`config.mk`:
```
export PLATFORM = sky130hd
export DESIGN_NAME = wp_repl_unit
export DESIGN_NICKNAME = d
export VERILOG_FILES = /design/src/rtl/wp_pkg.sv /design/src/rtl/wp_cfg.sv /design/src/rtl/wp_part_mask.sv /design/src/rtl/wp_victim_pick.sv /design/src/rtl/wp_age_store.sv /design/src/rtl/wp_repl_unit.sv
export SDC_FILE = /design/constraint.sdc
export NUM_CORES = 1
export LEC_CHECK = 0
export ABC_AREA = 1
export BUFFER_PORTS_ARGS = -buffer_cell sky130_fd_sc_hd__buf_2
export CAP_MARGIN = 20
export CORE_MARGIN = 1.5
export CORE_UTILIZATION = 42
export DETAILED_ROUTE_END_ITERATION = 8
export GPL_ROUTABILITY_DRIVEN = 0
export SLEW_MARGIN = 20
export SYNTH_ARGS = -nofsm -noshare
export SYNTH_HDL_FRONTEND = slang
export SYNTH_SLANG_ARGS = --single-unit
```
`constraint.sdc`:
```
create_clock -name clk -period 33.3 [get_ports clk]
set_input_delay 4.995 -clock clk [delete_from_list [all_inputs] [get_ports clk]]
set_output_delay 4.995 -clock clk [all_outputs]
set_load 0.02 [all_outputs]
```
`src/rtl/wp_pkg.sv`:
```
package wp_pkg;
  typedef enum logic [1:0] {
    CLS_ID   = 2'd0,
    CLS_MUL  = 2'd1,
    CLS_ADD  = 2'd2,
    CLS_NONE = 2'd3
  } wp_class_e;
endpackage

```
`src/rtl/wp_cfg.sv`:
```
module wp_cfg #(
  parameter int WAYS  = 8,
  parameter int CNT_W = $clog2(WAYS + 1)
) (
  input  logic             clk,
  input  logic             rst,
  input  logic             load,
  input  logic [CNT_W-1:0] ld_id,
  input  logic [CNT_W-1:0] ld_mul,
  input  logic [CNT_W-1:0] ld_add,
  output logic [CNT_W-1:0] pf_id,
  output logic [CNT_W-1:0] pf_mul,
  output logic [CNT_W-1:0] pf_add,
  output logic             err
);
  localparam int SUM_W = CNT_W + 2;
  logic [SUM_W-1:0] sum;
  logic             legal;

  assign sum   = {2'b00, ld_id} + {2'b00, ld_mul} + {2'b00, ld_add};
  assign legal = (sum == SUM_W'(WAYS));

  always_ff @(posedge clk) begin
    if (rst) begin
      pf_id  <= CNT_W'(WAYS);
      pf_mul <= '0;
      pf_add <= '0;
      err    <= 1'b0;
    end else if (load) begin
      err <= !legal;
      if (legal) begin
        pf_id  <= ld_id;
        pf_mul <= ld_mul;
        pf_add <= ld_add;
      end
    end
  end
endmodule

```
`src/rtl/wp_part_mask.sv`:
```
module wp_part_mask
  import wp_pkg::*;
#(
  parameter int WAYS  = 8,
  parameter int CNT_W = $clog2(WAYS + 1)
) (
  input  wp_class_e        cls,
  input  logic [CNT_W-1:0] pf_id,
  input  logic [CNT_W-1:0] pf_mul,
  output logic [WAYS-1:0]  mask
);
  localparam int B_W = CNT_W + 1;
  logic [B_W-1:0] lo, hi;

  always_comb begin
    unique case (cls)
      CLS_ID:  begin lo = '0;                             hi = {1'b0, pf_id}; end
      CLS_MUL: begin lo = {1'b0, pf_id};                  hi = {1'b0, pf_id} + {1'b0, pf_mul}; end
      CLS_ADD: begin lo = {1'b0, pf_id} + {1'b0, pf_mul}; hi = B_W'(WAYS); end
      default: begin lo = '0;                             hi = '0; end
    endcase
  end

  for (genvar w = 0; w < WAYS; w++) begin : g_way
    localparam logic [B_W-1:0] WIDX = B_W'(w);
    assign mask[w] = (WIDX >= lo) && (WIDX < hi);
  end
endmodule

```
`src/rtl/wp_victim_pick.sv`:
```
module wp_victim_pick #(
  parameter int WAYS  = 8,
  parameter int AGE_W = $clog2(WAYS),
  parameter int WAY_W = $clog2(WAYS)
) (
  input  logic [WAYS-1:0][AGE_W-1:0] ages,
  input  logic [WAYS-1:0]            mask,
  output logic                       found,
  output logic [WAY_W-1:0]           way
);
  logic [AGE_W-1:0] best;

  always_comb begin
    found = 1'b0;
    way   = '0;
    best  = '0;
    for (int w = 0; w < WAYS; w++) begin
      if (mask[w] && (!found || ages[w] > best)) begin
        found = 1'b1;
        way   = WAY_W'(w);
        best  = ages[w];
      end
    end
  end
endmodule

```
`src/rtl/wp_age_store.sv`:
```
module wp_age_store #(
  parameter int WAYS  = 8,
  parameter int SETS  = 16,
  parameter int AGE_W = $clog2(WAYS),
  parameter int WAY_W = $clog2(WAYS),
  parameter int SET_W = (SETS > 1) ? $clog2(SETS) : 1
) (
  input  logic                       clk,
  input  logic                       rst,
  input  logic [SET_W-1:0]           set,
  input  logic                       upd_en,
  input  logic [WAY_W-1:0]           upd_way,
  output logic [WAYS-1:0][AGE_W-1:0] cur
);
  logic [WAYS-1:0][AGE_W-1:0] ages_q [SETS];
  logic [WAYS-1:0][AGE_W-1:0] nxt;
  logic [AGE_W-1:0]           tgt;

  assign cur = ages_q[set];

  always_comb begin
    tgt = cur[upd_way];
    for (int w = 0; w < WAYS; w++) begin
      if (WAY_W'(w) == upd_way)  nxt[w] = '0;
      else if (cur[w] < tgt)     nxt[w] = cur[w] + AGE_W'(1);
      else                       nxt[w] = cur[w];
    end
  end

  always_ff @(posedge clk) begin
    if (rst) begin
      for (int s = 0; s < SETS; s++)
        for (int w = 0; w < WAYS; w++)
          ages_q[s][w] <= AGE_W'(w);
    end else if (upd_en) begin
      ages_q[set] <= nxt;
    end
  end
endmodule

```
`src/rtl/wp_repl_unit.sv`:
```
module wp_repl_unit
  import wp_pkg::*;
#(
  parameter int WAYS  = 8,
  parameter int SETS  = 16,
  localparam int WAY_W = $clog2(WAYS),
  localparam int AGE_W = WAY_W,
  localparam int CNT_W = $clog2(WAYS + 1),
  localparam int SET_W = (SETS > 1) ? $clog2(SETS) : 1
) (
  input  logic             clk,
  input  logic             rst,
  input  logic             cfg_load,
  input  logic [CNT_W-1:0] cfg_pf_id,
  input  logic [CNT_W-1:0] cfg_pf_mul,
  input  logic [CNT_W-1:0] cfg_pf_add,
  output logic             cfg_err,
  input  logic             acc_valid,
  input  logic [1:0]       acc_class,
  input  logic [SET_W-1:0] acc_set,
  input  logic             acc_hit,
  input  logic [WAY_W-1:0] acc_hit_way,
  output logic             rsp_valid,
  output logic             rsp_alloc,
  output logic             rsp_noalloc,
  output logic [WAY_W-1:0] rsp_victim
);
  logic [CNT_W-1:0]           pf_id, pf_mul, pf_add;
  logic [WAYS-1:0]            mask;
  logic [WAYS-1:0][AGE_W-1:0] ages;
  logic                       found;
  logic [WAY_W-1:0]           vic_way;
  logic                       fill, upd_en;
  logic [WAY_W-1:0]           upd_way;

  wp_cfg #(.WAYS(WAYS), .CNT_W(CNT_W)) u_cfg (
    .clk(clk), .rst(rst), .load(cfg_load),
    .ld_id(cfg_pf_id), .ld_mul(cfg_pf_mul), .ld_add(cfg_pf_add),
    .pf_id(pf_id), .pf_mul(pf_mul), .pf_add(pf_add), .err(cfg_err)
  );

  wp_part_mask #(.WAYS(WAYS), .CNT_W(CNT_W)) u_mask (
    .cls(wp_class_e'(acc_class)), .pf_id(pf_id), .pf_mul(pf_mul), .mask(mask)
  );

  wp_age_store #(.WAYS(WAYS), .SETS(SETS), .AGE_W(AGE_W), .WAY_W(WAY_W), .SET_W(SET_W)) u_age (
    .clk(clk), .rst(rst), .set(acc_set), .upd_en(upd_en), .upd_way(upd_way), .cur(ages)
  );

  wp_victim_pick #(.WAYS(WAYS), .AGE_W(AGE_W), .WAY_W(WAY_W)) u_pick (
    .ages(ages), .mask(mask), .found(found), .way(vic_way)
  );

  assign fill    = acc_valid && !acc_hit && found;
  assign upd_en  = (acc_valid && acc_hit) || fill;
  assign upd_way = acc_hit ? acc_hit_way : vic_way;

  always_ff @(posedge clk) begin
    if (rst) begin
      rsp_valid   <= 1'b0;
      rsp_alloc   <= 1'b0;
      rsp_noalloc <= 1'b0;
      rsp_victim  <= '0;
    end else begin
      rsp_valid   <= acc_valid;
      rsp_alloc   <= fill;
      rsp_noalloc <= acc_valid && !acc_hit && !found;
      rsp_victim  <= fill ? vic_way : '0;
    end
  end
endmodule

```
**Word level (Yosys, flattened, before mapping)**

Memories as Yosys holds them, arrays and structs flattened.
Cells that the tools add are included.

- Input port bits: 26
- Output and inout bits: 7
- Bits in writable memories: 384
- Flip-flop bits (word level): 15
- Memories kept: 1

- Reductions and logical operators: 42
- Bitwise logic cells: 1
- Equal/unequal tests: 10
- Muxes and demuxes: 51
- $lt $le $gt $ge: 32
- Add/sub/neg operators: 11

Memories:

| memory | depth | width | read ports | clocked after Yosys merged registers in | write ports | line | source |
|---|---|---|---|---|---|---|---|
| u_age.ages_q | 16 | 24 | 1 | 0 | 16 | wp_age_store.sv:15 | `logic [WAYS-1:0][AGE_W-1:0] ages_q [SETS];` |

Operators with widths:

| operator | number |
|---|---|
| $mux W3 | 29 |
| $add A3 B1 Y3 const B | 8 |
| $lt A3 B3 Y1 | 8 |
| $mux W24 | 1 |
| $reduce_or A24 Y1 | 1 |
| $gt A3 B3 Y1 | 7 |
| $ge A3 B5 Y1 const A | 4 |
| $lt A3 B5 Y1 const A | 4 |
| $logic_and A1 B1 Y1 | 19 |
| $mux W1 | 15 |
| $pmux W5 S3 | 1 |
| $eq A3 B3 Y1 const A | 4 |
| $add A4 B4 Y5 | 2 |
| $ge A1 B5 Y1 const A | 2 |
| $ge A2 B5 Y1 const A | 2 |
| $logic_not A1 Y1 | 10 |
| $lt A1 B5 Y1 const A | 2 |
| $lt A2 B5 Y1 const A | 2 |
| $pmux W5 S2 | 1 |
| $bmux W3 S3 | 1 |
| $logic_or A1 B1 Y1 | 8 |
| $add A6 B4 Y6 | 1 |
| $eq A2 B3 Y1 const A | 2 |
| $eq A6 B4 Y1 const B | 1 |
| 11 further kinds | 12 |

**Logic depth before layout (Yosys ltp)**

Gate-level depths: netlist (run 1).

- Depth in word-level cells: 40
- Mapped depth: 83
- Depth with buffers taken out: 82

**By module**

A second synthesis (run 1) with hierarchy kept.

- Cells, all modules: 2,159
- Area total of the unflattened synthesis: 20,450.9 um^2

By module, submodules not included:

| module | cells each | area an instance (um^2) | instances |
|---|---|---|---|
| wp_age_store | 1,746 | 17,941.0 | 1 |
| wp_victim_pick | 170 | 923.4 | 1 |
| wp_cfg | 112 | 787.0 | 1 |
| wp_part_mask | 103 | 578.1 | 1 |
| wp_repl_unit | 28 | 221.5 | 1 |

**Least setup slack after synthesis (run 1)**

OpenSTA, ideal clock, no wires.

- Path type: input to register
- Start point: input acc_class[0]
- End point: memory u_age.ages_q[0][0] in the netlist's numbering (data pin)
- Path slack: 18.705 ns
- Cell stages on the path: 75
- Data arrival time: 14.341 ns
- Cells stage by stage: inv_1 -> ha_1 -> nand2_2 -> inv_2 -> a22oi_2 -> nand2_1 -> nor3_2 -> nand2_2 -> inv_1 -> nand2_1 -> ha_1 -> a21oi_1 -> o21ai_0 -> nand2_1 -> nand3_1 -> nand2_1 -> o21ai_0 -> ha_1 -> [39 not listed] -> ha_1 -> a21oi_1 -> o21ai_0 -> nand2_1 -> nand2_1 -> nand2_2 -> nand3_2 -> o21ai_4 -> nor2_1 -> nand2_1 -> a41oi_1 -> a21oi_1 -> ha_1 -> a21oi_1 -> nand3_1 -> nand3_4 -> buf_6 -> nor2_2

RTL lines:

| item | line | source |
|---|---|---|
| from (decl) | wp_repl_unit.sv:19 | `input logic [1:0] acc_class,` |
| to (decl) | wp_age_store.sv:15 |  |

==> results of run 1 <==
worst min-delay path: cells and delay by family, from the launching register on:
family,cells,cell delay (ns)
flip-flops,1,0.32
AND/OR/NAND/NOR,2,0.15
flip-flops by register name (all words and copies together) (netlist names):
register	cells
rsp_valid	1
rsp_alloc	1
rsp_noalloc	1
u_cfg.pf_id	4
rsp_victim	3
u_cfg.err	1
u_age.ages_q	384
u_cfg.pf_mul	4
synth_stat cells (all sizes together) (2+ instances only):
master	instances	share of area
nor3	3	0.0010
nor2	242	0.055
xnor2	10	0.0044
nand2	599	0.12
a22oi	193	0.073
ha	61	0.038
nand3	81	0.032
o21ai	43	0.012
clkinv	2	0.00038
buf	41	0.016
nand3b	4	0.0015
a21oi	26	0.0067
or2	2	0.00063
fa	3	0.0030
edfxtp	384	0.58
clkbuf	66	0.012
inv	105	0.020
nand4	32	0.010
dfxtp	15	0.015
xor2	2	0.00088
per-layer routing:
layer / global-route usage / part of all wire
met2: 0.3730 / 0.49
met4: 0.05095 / 0.018
met1: 0.3032 / 0.43
met3: 0.03240 / 0.065
met5: 0 / 0
where the power goes:
part	switching (mW)	total [mW]	internal, mW
registers	0.00519	0.575	0.570
logic	0.483	0.626	0.143
clock network	0.196	0.465	0.268
total	0.684	1.67	0.981
worst paths after layout:
| path | from | to | slack [ns] | depth (start not counted) |
|---|---|---|---|---|
| setup / recovery | acc_set[1] | u_age.ages_q[8][10] | 16.21 | 74 |
| hold / removal | u_cfg.pf_mul[2] | u_cfg.pf_mul[2] | 0.50 | 2 |
| setup reg to reg | u_cfg.pf_id[0] | u_age.ages_q[8][10] | 21.07 | 75 |
| hold reg to reg | u_cfg.pf_mul[2] | u_cfg.pf_mul[2] | 0.50 | 2 |
cell families after synthesis:
family | count (synthesis) | share of synthesized area
adders and majority gates | 64 | 0.04117
xor gates and xnor gates | 12 | 0.005255
DFF | 399 | 0.5916
buffers and inverters | 214 | 0.04849
and+or+nand+nor | 965 | 0.2200
AOI/OAI and AO/OA | 266 | 0.09347
per-stage QoR:
stage          instances  total power [mW]
2_1_floorplan       1920             1.081
3_3_place_gp        2487             1.197
3_5_place_dp        2487             1.209
4_1_cts             2566             1.669
5_1_grt             2567             1.744
6_report            2567             1.665
final cells by class:
class	count	area [µm²]
Tap cell	607	759.5
Timing Repair Buffer	68	455.4
Sequential cell	399	11830
Multi-Input combinational cell	1307	7228
Inverter	107	404.1
Fill cell	4320	24710
Clock inverter	21	166.4
Clock buffer	58	1195
==> results_dict.tcl, run 1 <==
set metrics [dict create \
    status "completed" \
    placed_cell_area_um2 20670 \
    port-buffer-count 32 \
    postCtsHoldBufs 0 \
    p_leak_nw 7.863 \
    final_cell_mix "nand2_1 (558), edfxtp_1 (384), a22oi_1 (192)" \
    numClockSinks 399 \
    ys_warn_count 0 \
    cp_max_fo 53 \
    vias 14320 \
    clk_latency_ns 0.56 \
    startpoint_type "input pin" \
    die_h_um 221.2 \
    syn2layout_area_growth_pct 10.20 \
    required_ns 33.70 \
    slowest_delay_ns 0.68 \
    worstPathArrival_ns 17.49 \
    rsz0062_at_grt "false" \
    layout_commonest_cell "nand2_1" \
    critPathTopFamily "simple AND/OR/NAND/NOR gates" \
    max_freq_mhz 58.53 \
    synth_area_um2 20000 \
    worst-path-buf-inv 5 \
    ys_seq_area_frac 0.5916 \
    synth_edf_count 384 \
    ys_ff_latch 399 \
    grt_pass1_vias 13890 \
    initial_utilization 0.4278 \
    dieArea_um2 48940 \
    synthArstFlopShare 0 \
    whs_ns 0.4999 \
    setup_violations 0 \
    diodes 0 \
    syn_inst 1920 \
    synthFlopType "edfxtp_1" \
    final_cell_area_um2 22040 \
    grt_usage 0.2217 \
    vias_per_cell 5.579 \
    drtIter0Drc 1538 \
    vdd_drop_max_mv 0.05263 \
    finalMaxSlewViolations 0 \
    post-route-min-period_ns 17.09 \
    avgSynthCellArea_um2 10.42 \
    clk_pin_slew_ns 0.06 \
    hold_viol 0 \
    wire_per_inst_um 21.43 \
    drc 0 \
    syn-num-nets 2010 \
    cts_buffer_depth 3 \
    drive_above_1_share 0.1531 \
    fin_crit_sh 0.5131 \
    relSlewSlack 0.2342 \
    cts-buffers-inserted 43 \
    cp_common_cell "nand2_1" \
    finClkSkew_ns 0.02012 \
    synth.distinct_cells 41 \
    coreArea_um2 46750 \
    antenna_found_initial 1 \
    routed_wl_mm 55.01 \
    post_cts_buffers 0 \
    ctsResizeCount 0 \
    worst_pin_slew_ns 1.144 \
    hp-class "register to register" \
    crit_type "input pin to register" \
    dr.pass1.iters 5 \
    slowest_stage "buf_4" \
    drtAntennaViolNets 0 \
    tritoncts "yes" \
    io_pins 33 \
    dp_slack_ns 15.97 \
    p_per_area_nw_per_um2 75.55 \
    placementRows 79 \
    setup_ws_ns 16.21 \
    drv_cap 0 \
    hpwlAfterDp_mm 35.32 \
    overflow 0 \
    tns_ns 0 \
    clockRootBuffer "clkbuf_16" \
    fin_nets 2016 \
    end_kind "register" \
    fp.dieW_um 221.2 \
    cts_max_level 2 \
    grt_max_degree 98 \
    final_util 0.4714 \
    grt_pass1_wl_mm 83.73 \
]
(Power assumes the default switching activity.)
==> run 2: changes to the inputs <==
==> constraint.sdc (replaced) <==
create_clock -name clk -period 14.7 [get_ports clk]
set_input_delay 2.205 -clock clk [delete_from_list [all_inputs] [get_ports clk]]
set_output_delay 2.205 -clock clk [all_outputs]
set_load 0.02 [all_outputs]
==> run 2 against run 1 <==
  * Worst setup slack worse by 15 ns
  * Worst hold slack better by 0.0012 ns
  * Register-to-register slack worse by 18 ns
  * Core utilization hardly changed
  * Largest cell class unchanged
  * Flip-flop and latch count stayed put
  * Final cell count is 0.12% higher
  * Highest routed layer is now met5
  * Die area stayed put
  * Combinational power is 130% higher
  * Total power is 130% higher
  * Largest power group unchanged
  * Via count hardly changed
==> results_dict.tcl, run 2 (same netlist as run 1, synthesis figures left out) <==
set metrics [dict create \
    tritoncts "yes" \
    drtAntennaViolNets 0 \
    antenna_found_initial 1 \
    worst-path-buf-inv 6 \
    nFillCells 4357 \
    grt_usage 0.2214 \
    final_cell_area_um2 22050 \
    cts_max_level 2 \
    hp-class "register to register" \
    vias_per_cell 5.575 \
    switchingPower_mw 1.550 \
    setup_violations 0 \
    fp.dieW_um 221.2 \
    required_ns 15.10 \
    vias 14330 \
    diodes 0 \
    drv_cap 0 \
    tns_ns 0 \
    critPathTopFamily "simple AND/OR/NAND/NOR gates" \
    cp_max_fo 40 \
    slowest_stage "buf_4" \
    placementRows 79 \
    slowest_delay_ns 0.53 \
    worstPathArrival_ns 13.88 \
    drc 0 \
    hpwlAfterDp_mm 36.07 \
    top_regs "u_age.ages_q x384, u_cfg.pf_id x4, u_cfg.pf_mul x4" \
    grt_pass1_wl_mm 83.42 \
    final_util 0.4717 \
    drive_above_1_share 0.1559 \
    p_int_mw 2.210 \
    post_cts_buffers 0 \
    status "completed" \
    multi_input_area_um2 7244 \
    initial_utilization 0.4278 \
    combPwrFrac 0.376 \
    layout_commonest_cell "nand2_1" \
    syn2layout_area_growth_pct 10.27 \
    p_sw_frac 0.4122 \
    die_h_um 221.2 \
    cp_common_cell "nand2_1" \
    grt_pass1_vias 14060 \
    wire_per_inst_um 21.29 \
    fin_crit_sh 0.9173 \
    clkPwrFrac 0.278 \
    hold_viol 0 \
    clockRootBuffer "clkbuf_16" \
    drtIter0Drc 1422 \
    routed_wl_mm 54.73 \
    p_per_area_nw_per_um2 170.5 \
    end_kind "register" \
    final_cell_mix "nand2_1 (558), edfxtp_1 (384), a22oi_1 (192)" \
    p_leak_nw 7.873 \
    fin_nets 2020 \
    numClockSinks 399 \
    overflow 0 \
    worst_pin_slew_ns 1.110 \
    cts-buffers-inserted 43 \
    finalMaxSlewViolations 0 \
    max_freq_mhz 74.16 \
    placed_cell_area_um2 20690 \
    post-route-min-period_ns 13.48 \
    cts_buffer_depth 3 \
    crit_type "input pin to register" \
    startpoint_type "input pin" \
    io_pins 33 \
    clk_latency_ns 0.57 \
    pwr-share-seq 0.346 \
    dr.pass1.iters 5 \
    relSlewSlack 0.2574 \
    port-buffer-count 32 \
    rsz0062_at_grt "false" \
    largest_reg_flops 384 \
    dieArea_um2 48940 \
    coreArea_um2 46750 \
    whs_ns 0.5011 \
    regMostFlops "u_age.ages_q" \
    vdd_drop_max_mv 0.1035 \
    seq_area_um2 11830 \
    finClkSkew_ns 0.01890 \
    grt_max_degree 60 \
    clk_pin_slew_ns 0.06 \
]
## run 2: changes by cell type in the layout (fill, tap and decap cells not counted), sizes merged
cell,before,now
buf,68,72
clkinv,18,22
clkbuf,58,53
clkinvlp,1,0
bufinv,2,3
## run 2: timing repair
action                                  CTS  global route
endpoints found under the setup margin    0           344
gates resized for setup                   0             4
hold buffers                              0             0
## run 2: layout make-up
| type | count | area share |
|---|---|---|
| Tap cell | 607 | 0.03444 |
| Inverter | 107 | 0.01844 |
| Timing Repair Buffer | 72 | 0.02201 |
| Clock inverter | 25 | 0.009589 |
| Multi-Input combinational cell | 1307 | 0.3285 |
| Clock buffer | 53 | 0.05050 |
| Sequential cell | 399 | 0.5365 |
## run 2: metal layers
layer  up-vias  routed length [µm]  global-route usage
li1       6690                   -                   -
met1      7054               23540              0.2985
met2       479               26200              0.3688
met3       102                3371             0.03293
met4         2                1598             0.06874
met5         -                  15                   0
## run 2: worst paths after layout
path                                       from                   to  slack (ns)  cells past startpoint
worst max-delay path                 acc_set[0]  u_age.ages_q[1][17]        1.22                     73
worst min-delay path            u_cfg.pf_mul[0]      u_cfg.pf_mul[0]        0.50                      2
worst max register to register   u_cfg.pf_id[0]  u_age.ages_q[1][17]        2.79                     75
worst min register to register  u_cfg.pf_mul[0]      u_cfg.pf_mul[0]        0.50                      2
## run 2: stage by stage
| step | setup WS [ns] | std cells | total power, mW |
|---|---|---|---|
| floorplan | 2.895 | 1920 | 2.448 |
| global placement | 0.8083 | 2490 | 2.693 |
| detailed placement | 0.5844 | 2490 | 2.728 |
| CTS | 1.118 | 2568 | 3.760 |
| global route | 0.1072 | 2570 | 3.947 |
| finish | 1.216 | 2570 | 3.759 |
## run 2: tightest hold or removal path, stage by stage (launching register included)
cell     delay [ns]
dfxtp_1        0.34
nor2_1         0.05
nor2_1         0.08
## run 2: power by group through the flow
stage          clock network (mW)  registers [mW]  logic (mW)
2_1_floorplan                   0            1.33        1.12
3_3_place_gp                    0            1.32        1.37
3_5_place_dp                    0            1.33        1.40
4_1_cts                      1.05            1.30        1.40
5_1_grt                      1.10            1.31        1.54
6_report                     1.04            1.30        1.41
==> run 3: changes to the inputs <==
==> constraint.sdc (replaced) <==
create_clock -name clk -period 14.7 [get_ports clk]
set_input_delay 2.94 -clock clk [delete_from_list [all_inputs] [get_ports clk]]
set_output_delay 2.94 -clock clk [all_outputs]
set_load 0.02 [all_outputs]
==> run 3 against run 2 <==
  * Via count increased by 0.96%
  * Largest cell class unchanged
  * Critical path depth increased by 2
  * Worst hold slack got worse by 0.0043 ns
  * Worst setup slack lost 0.025 ns
  * Core utilization is 0.70 points higher
  * Clock power about the same
  * Fmax fell by 0.18%
  * Count of clock-buffer cells in the layout grew 1
  * Routed wire length is 3.3% higher
  * Combinational power increased by 8%
==> results_dict.tcl, run 3 (same netlist as run 1, synthesis figures left out) <==
set metrics [dict create \
    drc 0 \
    finalMaxSlewViolations 0 \
    dieArea_um2 48940 \
    coreArea_um2 46750 \
    fin_nets 2048 \
    setup_violations 0 \
    syn2layout_area_growth_pct 11.91 \
    vias 14460 \
    clk_pin_slew_ns 0.06 \
    vias_per_cell 5.567 \
    overflow 0 \
    top_regs "u_age.ages_q x384, u_cfg.pf_id x4, u_cfg.pf_mul x4" \
    fin_cells 2598 \
    slowest_stage "ha_1" \
    drtAntennaViolNets 0 \
    cts-buffers-inserted 42 \
    tritoncts "yes" \
    r2r_start "u_cfg.pf_id[0]" \
    startpoint_type "input pin" \
    final_cell_area_um2 22380 \
    grt_usage 0.2289 \
    postCtsHoldBufs 0 \
    fin_crit_sh 0.9190 \
    cp_max_fo 9 \
    layout_commonest_cell "nand2_1" \
    largest_reg_flops 384 \
    cts_max_level 2 \
    drv_cap 0 \
    wire_per_inst_um 21.75 \
    hp-class "register to register" \
    io_pins 33 \
    hold_path_depth 2 \
    reg2reg_to "u_age.ages_q[11][12]" \
    dr.pass1.iters 8 \
    required_ns 15.00 \
    hold_start "u_cfg.pf_mul[2]" \
    whs_endpoint "u_cfg.pf_mul[2]" \
    hpwlAfterDp_mm 36.93 \
    finClkSkew_ns 0.03182 \
    final_cell_mix "nand2_1 (558), edfxtp_1 (384), a22oi_1 (192)" \
    antenna_found_initial 0 \
    p_leak_nw 8.027 \
    grt_pass1_vias 14270 \
    numClockSinks 399 \
    worst_pin_slew_ns 0.7102 \
    placed_cell_area_um2 20880 \
    routed_wl_mm 56.51 \
    drtIter0Drc 1439 \
    regMostFlops "u_age.ages_q" \
    cp_common_cell "nand2_1" \
    clk_latency_ns 0.59 \
    cts_buffer_depth 3 \
    max_freq_mhz 74.03 \
    whs_ns 0.4968 \
    drive_above_1_share 0.1708 \
    power_mw 3.860 \
    p_per_area_nw_per_um2 172.5 \
    initial_utilization 0.4278 \
    placementRows 79 \
    clockRootBuffer "clkbuf_16" \
    diodes 0 \
    port-buffer-count 32 \
    worstPathArrival_ns 13.81 \
    placedCellCount 2514 \
    slowest_delay_ns 0.36 \
    reg2reg_slack_ns 3.09 \
    grt_max_degree 58 \
    vdd_drop_max_mv 0.1159 \
    grt_pass1_wl_mm 85.48 \
    crit_type "input pin to register" \
    r2r_cells 75 \
    relSlewSlack 0.5260 \
    die_h_um 221.2 \
    end_kind "register" \
    status "completed" \
    post-route-min-period_ns 13.51 \
    hold_viol 0 \
    fp.dieW_um 221.2 \
]
run 3: repair_timing:
item / 4_1_cts / 5_1_grt
gates resized for setup: 0 / 25
endpoints found under the setup margin: 0 / 384
buffers inserted: 0 / 6
run 3: worst max-delay path, delay by kind of cell:
family	cells	cell delay, ns
buffers and inverters	6	0.60
AO/OA/AOI/OAI	21	3.42
adder cells (fa/ha/maj)	9	2.99
AND/OR/NAND/NOR	39	3.83
run 3: layout make-up:
type	instances	area, µm²
fill	4294	24370
sequential	399	11830
multi-input combinational	1307	7350
clock buffer	54	1117
tap	607	759.5
timing repair buffer	101	728.2
inverter	107	409.1
clock inverter	23	185.2
run 3: how the worst max path moves through the flow:
stage                 startpoint              endpoint  slack [ns]  cells past startpoint
floorplan           acc_class[0]   u_age.ages_q[12][0]        2.16                     75
global placement      acc_set[1]    u_age.ages_q[8][6]        0.38                     73
detailed placement    acc_set[1]    u_age.ages_q[9][6]       -0.01                     71
CTS                   acc_set[1]    u_age.ages_q[9][6]        0.53                     73
global route        acc_class[0]    u_age.ages_q[0][9]       -0.03                     76
finish              acc_class[0]  u_age.ages_q[11][12]        1.19                     75
run 3: routing by layer:
layer	track usage	up-vias	wire, µm
li1	-	6746	-
met1	0.3049	7120	24010
met2	0.3834	498	27260
met3	0.03851	100	3743
met4	0.06852	0	1489
met5	0	-	0
run 3: metrics by stage:
stage / util / worst slack (ns) / setup TNS [ns]
CTS: 0.4744 / 0.5285 / 0
global placement: 0.4465 / 0.3758 / 0
finish: 0.4787 / 1.191 / 0
detailed placement: 0.4465 / -0.01056 / -0.01056
floorplan: - / 2.160 / 0
global route: 0.4787 / -0.03471 / -0.3639
run 3: power by group:
part           internal (mW)  switching [mW]
Clock                  0.590           0.451
Combinational          0.387            1.13
Sequential              1.29          0.0124
